## src/rtl/link_seq_pkg.sv

```systemverilog
package link_seq_pkg;
  typedef enum logic [1:0] {
    OP_SEQ  = 2'd0,
    OP_CALL = 2'd1,
    OP_ION  = 2'd2,
    OP_JUMP = 2'd3
  } link_op_e;
endpackage

```

## src/rtl/link_prio.sv

```systemverilog
module link_prio #(
  parameter int NDEV = 8
) (
  input  logic            clk,
  input  logic            rst_n,
  input  logic [NDEV-1:0] req_i,
  output logic [NDEV-1:0] grant_o,
  output logic            grant_valid_o
);
  // lowest set bit isolated by two's complement
  logic [NDEV-1:0] neg_req;
  assign neg_req       = (~req_i) + {{(NDEV-1){1'b0}}, 1'b1};
  assign grant_o       = req_i & neg_req;
  assign grant_valid_o = (grant_o != '0);

  AST_GRANT_ONEHOT: assert property (@(posedge clk) disable iff (!rst_n)
    $onehot0(grant_o));
  AST_GRANT_IN_REQ: assert property (@(posedge clk) disable iff (!rst_n)
    (grant_o & ~req_i) == '0);
  AST_EMPTY_POLL: assert property (@(posedge clk) disable iff (!rst_n)
    (req_i == '0) |-> !grant_valid_o);

  for (genvar gi = 1; gi < NDEV; gi++) begin : g_order
    AST_NO_LOWER_REQ: assert property (@(posedge clk) disable iff (!rst_n)
      grant_o[gi] |-> (req_i[gi-1:0] == '0));
  end
endmodule

```

## src/rtl/link_ie_ctrl.sv

```systemverilog
module link_ie_ctrl (
  input  logic clk,
  input  logic rst_n,
  input  logic step_i,
  input  logic ion_exec_i,
  input  logic int_taken_i,
  output logic int_on_o,
  output logic ion_pend_o
);
  always_ff @(posedge clk) begin
    if (!rst_n) begin
      int_on_o   <= 1'b0;
      ion_pend_o <= 1'b0;
    end else if (int_taken_i) begin
      int_on_o   <= 1'b0;
      ion_pend_o <= 1'b0;
    end else if (step_i) begin
      if (ion_pend_o) int_on_o <= 1'b1;
      ion_pend_o <= ion_exec_i;
    end
  end

  AST_OFF_AFTER_ENTRY: assert property (@(posedge clk) disable iff (!rst_n)
    int_taken_i |=> !int_on_o);
  AST_ENABLE_DELAYED: assert property (@(posedge clk) disable iff (!rst_n)
    (ion_exec_i && !ion_pend_o && !int_on_o) |=> !int_on_o);
  AST_RISE_FROM_PEND: assert property (@(posedge clk) disable iff (!rst_n)
    $rose(int_on_o) |-> $past(ion_pend_o));
  AST_PEND_HELD_IDLE: assert property (@(posedge clk) disable iff (!rst_n)
    (!step_i && !int_taken_i) |=> $stable(ion_pend_o));
endmodule

```

## src/rtl/link_unit.sv

```systemverilog
module link_unit
  import link_seq_pkg::*;
#(
  parameter int AW = 12
) (
  input  logic          clk,
  input  logic          rst_n,
  input  logic          step_i,
  input  logic          take_i,
  input  link_op_e      op_i,
  input  logic [AW-1:0] pc_i,
  input  logic [AW-1:0] ea_i,
  output logic          mem_we_o,
  output logic [AW-1:0] mem_addr_o,
  output logic [AW-1:0] mem_wdata_o,
  output logic [AW-1:0] next_pc_o
);
  localparam logic [AW-1:0] SLOT0 = '0;

  // address that follows the instruction at pc
  function automatic logic [AW-1:0] ret_addr(input logic [AW-1:0] pc);
    return pc + {{(AW-1){1'b0}}, 1'b1};
  endfunction

  // subroutine body starts one word past its return slot
  function automatic logic [AW-1:0] body_addr(input logic [AW-1:0] slot);
    return slot + {{(AW-1){1'b0}}, 1'b1};
  endfunction

  always_comb begin
    mem_we_o    = 1'b0;
    mem_addr_o  = '0;
    mem_wdata_o = '0;
    next_pc_o   = pc_i;
    if (step_i) begin
      if (take_i) begin
        mem_we_o    = 1'b1;
        mem_addr_o  = SLOT0;
        mem_wdata_o = pc_i;
        next_pc_o   = body_addr(SLOT0);
      end else begin
        unique case (op_i)
          OP_CALL: begin
            mem_we_o    = 1'b1;
            mem_addr_o  = ea_i;
            mem_wdata_o = ret_addr(pc_i);
            next_pc_o   = body_addr(ea_i);
          end
          OP_JUMP: next_pc_o = ea_i;
          default: next_pc_o = ret_addr(pc_i);
        endcase
      end
    end
  end

  AST_WRITE_BEFORE_BODY: assert property (@(posedge clk) disable iff (!rst_n)
    mem_we_o |-> (next_pc_o == AW'(mem_addr_o + 1'b1)));
  AST_WRITE_ONLY_ON_STEP: assert property (@(posedge clk) disable iff (!rst_n)
    !step_i |-> !mem_we_o);
endmodule

```

## src/rtl/link_seq.sv

```systemverilog
module link_seq
  import link_seq_pkg::*;
#(
  parameter int AW   = 12,
  parameter int NDEV = 8
) (
  input  logic            clk,
  input  logic            rst_n,
  input  logic            step_i,
  input  logic [1:0]      op_i,
  input  logic [AW-1:0]   pc_i,
  input  logic [AW-1:0]   ea_i,
  input  logic [NDEV-1:0] req_i,
  output logic            mem_we_o,
  output logic [AW-1:0]   mem_addr_o,
  output logic [AW-1:0]   mem_wdata_o,
  output logic [AW-1:0]   next_pc_o,
  output logic            int_taken_o,
  output logic            int_on_o,
  output logic [NDEV-1:0] grant_o,
  output logic            grant_valid_o
);
  link_op_e op;
  logic     ion_exec;
  logic     ion_pend;

  assign op = link_op_e'(op_i);

  link_prio #(.NDEV(NDEV)) u_prio (
    .clk           (clk),
    .rst_n         (rst_n),
    .req_i         (req_i),
    .grant_o       (grant_o),
    .grant_valid_o (grant_valid_o)
  );

  assign int_taken_o = step_i && int_on_o && grant_valid_o;
  assign ion_exec    = step_i && !int_taken_o && (op == OP_ION);

  link_ie_ctrl u_ie (
    .clk         (clk),
    .rst_n       (rst_n),
    .step_i      (step_i),
    .ion_exec_i  (ion_exec),
    .int_taken_i (int_taken_o),
    .int_on_o    (int_on_o),
    .ion_pend_o  (ion_pend)
  );

  link_unit #(.AW(AW)) u_link (
    .clk         (clk),
    .rst_n       (rst_n),
    .step_i      (step_i),
    .take_i      (int_taken_o),
    .op_i        (op),
    .pc_i        (pc_i),
    .ea_i        (ea_i),
    .mem_we_o    (mem_we_o),
    .mem_addr_o  (mem_addr_o),
    .mem_wdata_o (mem_wdata_o),
    .next_pc_o   (next_pc_o)
  );

  AST_TAKE_NEEDS_ON: assert property (@(posedge clk) disable iff (!rst_n)
    int_taken_o |-> (int_on_o && grant_valid_o));
  AST_ENTRY_TO_SLOT0: assert property (@(posedge clk) disable iff (!rst_n)
    int_taken_o |-> (mem_we_o && mem_addr_o == '0));
  AST_OFF_NO_TAKE: assert property (@(posedge clk) disable iff (!rst_n)
    !int_on_o |-> !int_taken_o);
endmodule

```

## config.mk

```make
export PLATFORM = sky130hd
export DESIGN_NAME = link_seq
export DESIGN_NICKNAME = d
export VERILOG_FILES = /design/src/rtl/link_seq_pkg.sv /design/src/rtl/link_prio.sv /design/src/rtl/link_ie_ctrl.sv /design/src/rtl/link_unit.sv /design/src/rtl/link_seq.sv
export SDC_FILE = /design/constraint.sdc
export NUM_CORES = 1
export LEC_CHECK = 0
export ABC_CLOCK_PERIOD_IN_PS = 1800
export BUFFER_PORTS_ARGS = -buffer_cell sky130_fd_sc_hd__buf_2
export CAP_MARGIN = 20
export CORE_MARGIN = 1
export CORE_UTILIZATION = 43
export CTS_CLUSTER_SIZE = 12
export DETAILED_ROUTE_END_ITERATION = 16
export PLACE_DENSITY = 0.92
export SYNTH_ARGS = -nofsm -noshare
export SYNTH_HDL_FRONTEND = slang
export SYNTH_SLANG_ARGS = --single-unit
```

## constraint.sdc

```tcl
create_clock -name clk -period 1.8 [get_ports clk]
set_input_delay 0 -clock clk [delete_from_list [all_inputs] [get_ports clk]]
set_output_delay 0 -clock clk [all_outputs]
set_load 0.02 [all_outputs]
```

==> results by group <==
Synth
  – Number of unique standard cell types used by synthesis: 45
  – Fraction of the yosys area taken by sequential cells: 0.0319
  – Warning count from the yosys run: 0
  – Post-synth EDFFs: 0
  – Prevailing post-synth register cell: dfxtp_1
  – Mean post-synth cell area: 6.48 µm²
  – Mapped Cells: 194
  – Yosys reg bits: 2
  – Synthesized net count: 233
  – Cell area after technology mapping: 1260 µm²
  – Share of flip-flops with an asynchronous set or reset after synthesis: 0

Power and ir drop
  – Post-layout total power: 0.539 mW
  – Static Leakage: 0.843 nW
  – Pwr Density: 306 nW/µm²
  – Worst vdd ir: 0.368 mV

Global route
  – Overflow after GRT: 0
  – Global-route wire length before repair: 6800 µm
  – Number of antenna violations at the first check in global routing: 0
  – Via count of the first global-routing pass: 1520
  – Largest net degree at the start of global routing: 29
  – Overall routing resource usage: 0.260

Worst setup path
  – Critical path data required time: 1.80 ns
  – Worst Reg-to-Reg Cells: 5
  – CP endpoint kind: output port
  – Nature of the critical path startpoint: input port
  – Peak fanout along the critical path: 8
  – Worst Path Class, Setup: input port to output port
  – Data arrival time at the worst-slack endpoint: 1.70 ns

STA
  – Setup Total Neg Slack: 0 ns
  – Setup violation total in the final timing report: 0
  – Hold Fails Final Rpt: 0
  – Peak clock frequency supported by timing: 589 MHz
  – Clock period minus worst slack: 1.70 ns
  – Transition time at the pin with the least slew margin: 0.359 ns
  – RSZ-0062 raised after global routing: no
  – Final critical-path share of the clock period: 0.942
  – Max Clock Skew: 0.00336 ns
  – Final number of max-transition violations: 0
  – Worst slew margin: 0.759

Layout
  – Nets@finish: 319
  – Share of final-layout standard cells stronger than drive strength 1: 0.378
  – Final-layout fill cell count: 261
  – Syn-to-layout area delta: 40.1%
  – Sequential cell area: 40.0 µm²
  – Final antenna diode count: 0
  – Highest-count cells in the layout ignoring fill and taps: buf_2 (84), nand2_1 (15), and2_1 (14), nand3_1 (12), o21ai_0 (12)
  – Leading cell type in the layout, fill and taps excluded: buf_2
  – Multi-input gate area in the final layout: 1130 µm²

Worst hold path
  – Worst Hold Path Cells: 2
  – Hold Crit Class: input port to output port

Placement
  – Placer's final routability congestion estimate: 0.981
  – DPL Wire Length: 3270 µm
  – # port buffers: 84

Route
  – Post-route ant nets: 0
  – Post-detailed-routing wire length: 4160 µm
  – Iteration-0 DRC Markers: 81
  – Remaining DRCs: 0
  – Via count: 1831
  – Vias per cell: 5.93
  – Routed WL per cell: 13.4 µm
  – Number of optimization iterations in the first detailed-route pass: 4

Clock network
  – Number of H-tree levels: 1
  – CTS max path bufs: 2
  – Worst-Skew Late Latency: 0.23 ns
  – Clock tree from TritonCTS: built
  – Total clock buffers created by CTS: 3
  – CTS sink cnt: 2
  – Root buffer cell: clkbuf_4

Floorplanning
  – Die width: 56.1 µm
  – Die Y: 56.1 µm
  – IO Count: 85
  – Floorplan core area: 2760 µm²
  – Die outline area: 3140 µm²
  – Site row count: 19
  – Initial Utilization: 0.456

Flow run
  – Number of max-capacitance violations reported: 0

Run status
  – Run status: completed
state kept, by name, summed over array words and instances, names as in the netlist:
register,cells
u_ie.ion_pend_o,1
u_ie.int_on_o,1
cell usage after synthesis (all sizes together) (4+ instances only):
cell	count	area [µm²]
clkbuf	10	38.8
nand2	15	56.3
o21ai	12	60.1
nor2b	5	31.3
nor3	12	71.3
and3	7	43.8
and2	15	95.1
nand4	5	31.3
nand2b	5	31.3
a21oi	11	66.3
a31oi	9	56.3
inv	5	18.8
buf	4	27.5
xnor2	8	70.1
nor2	11	41.3
a22o	8	70.1
o32ai	5	43.8
nand3	12	60.1
worst max-delay path: stages:
cell and delay [ns]:
buf_2 0.17, ha_1 0.25, and3_2 0.29, and3_1 0.23, nand3_1 0.11, o32ai_1 0.30
a22o_1 0.18, buf_2 0.16
logic make-up (layout without fill, tap and decap cells):
family	after synthesis	in the layout	synth area share
compound gates	57	57	0.312
xor+xnor	11	11	0.0767
fa+ha+maj	2	2	0.0199
buf+inv	19	103	0.0677
flops	2	2	0.0319
mux	2	2	0.0159
simple gates	101	101	0.476
path summary, 6_finish.rpt:
kind	start	to	slack, ns
setup / recovery	pc_i[0]	next_pc_o[10]	0.10
hold / removal	req_i[0]	grant_o[0]	0.29
setup reg to reg	u_ie.int_on_o$_SDFFE_PP0P_	u_ie.ion_pend_o$_SDFFE_PP0P_	0.53
hold reg to reg	u_ie.ion_pend_o$_SDFFE_PP0P_	u_ie.int_on_o$_SDFFE_PP0P_	0.53
through the flow:
step	area, µm²	setup WS (ns)	utilization	cells	hold slack, ns
finish	1760	0.104	0.638	309	0.294
global route	1760	0.0109	0.638	309	0.308
CTS	1730	0.0555	0.629	306	0.288
detailed placement	1700	0.101	0.617	302	0.223
global placement	1700	0.0855	0.617	302	0.218
floorplan	1260	0.271	-	194	0.0781
layout make-up:
class,instances,area share
timing repair buffer,95,0.287
tap,31,0.0220
inverter,5,0.0107
clock buffer,3,0.0128
multi-input combinational,173,0.645
sequential,2,0.0227
what timing repair did:
action                                 in CTS  in global routing
hold buffers                                1                  0
resized for setup                           1                  2
setup endpoints to repair                   5                 13
pin swaps                                   0                  1
buffers inserted                            0                  3
endpoints found under the hold margin       2                  0
per-layer routing:
metal | vias to the layer above | track usage | share of wire
met1 | 821 | 0.342 | 0.41
met4 | 0 | 0.0592 | 0.012
met2 | 103 | 0.442 | 0.47
li1 | 901 | - | -
met3 | 6 | 0.0419 | 0.10
met5 | - | 0 | 0
report_power, final:
part           total (mW)  leakage (nW)  internal (mW)  switching (mW)
combinational       0.388         0.812          0.152           0.236
clock               0.105        0.0138         0.0740          0.0308
sequential         0.0467        0.0162         0.0460        0.000759
total               0.539         0.843          0.272           0.268
Note: power is estimated with default switching activity, not from simulation.
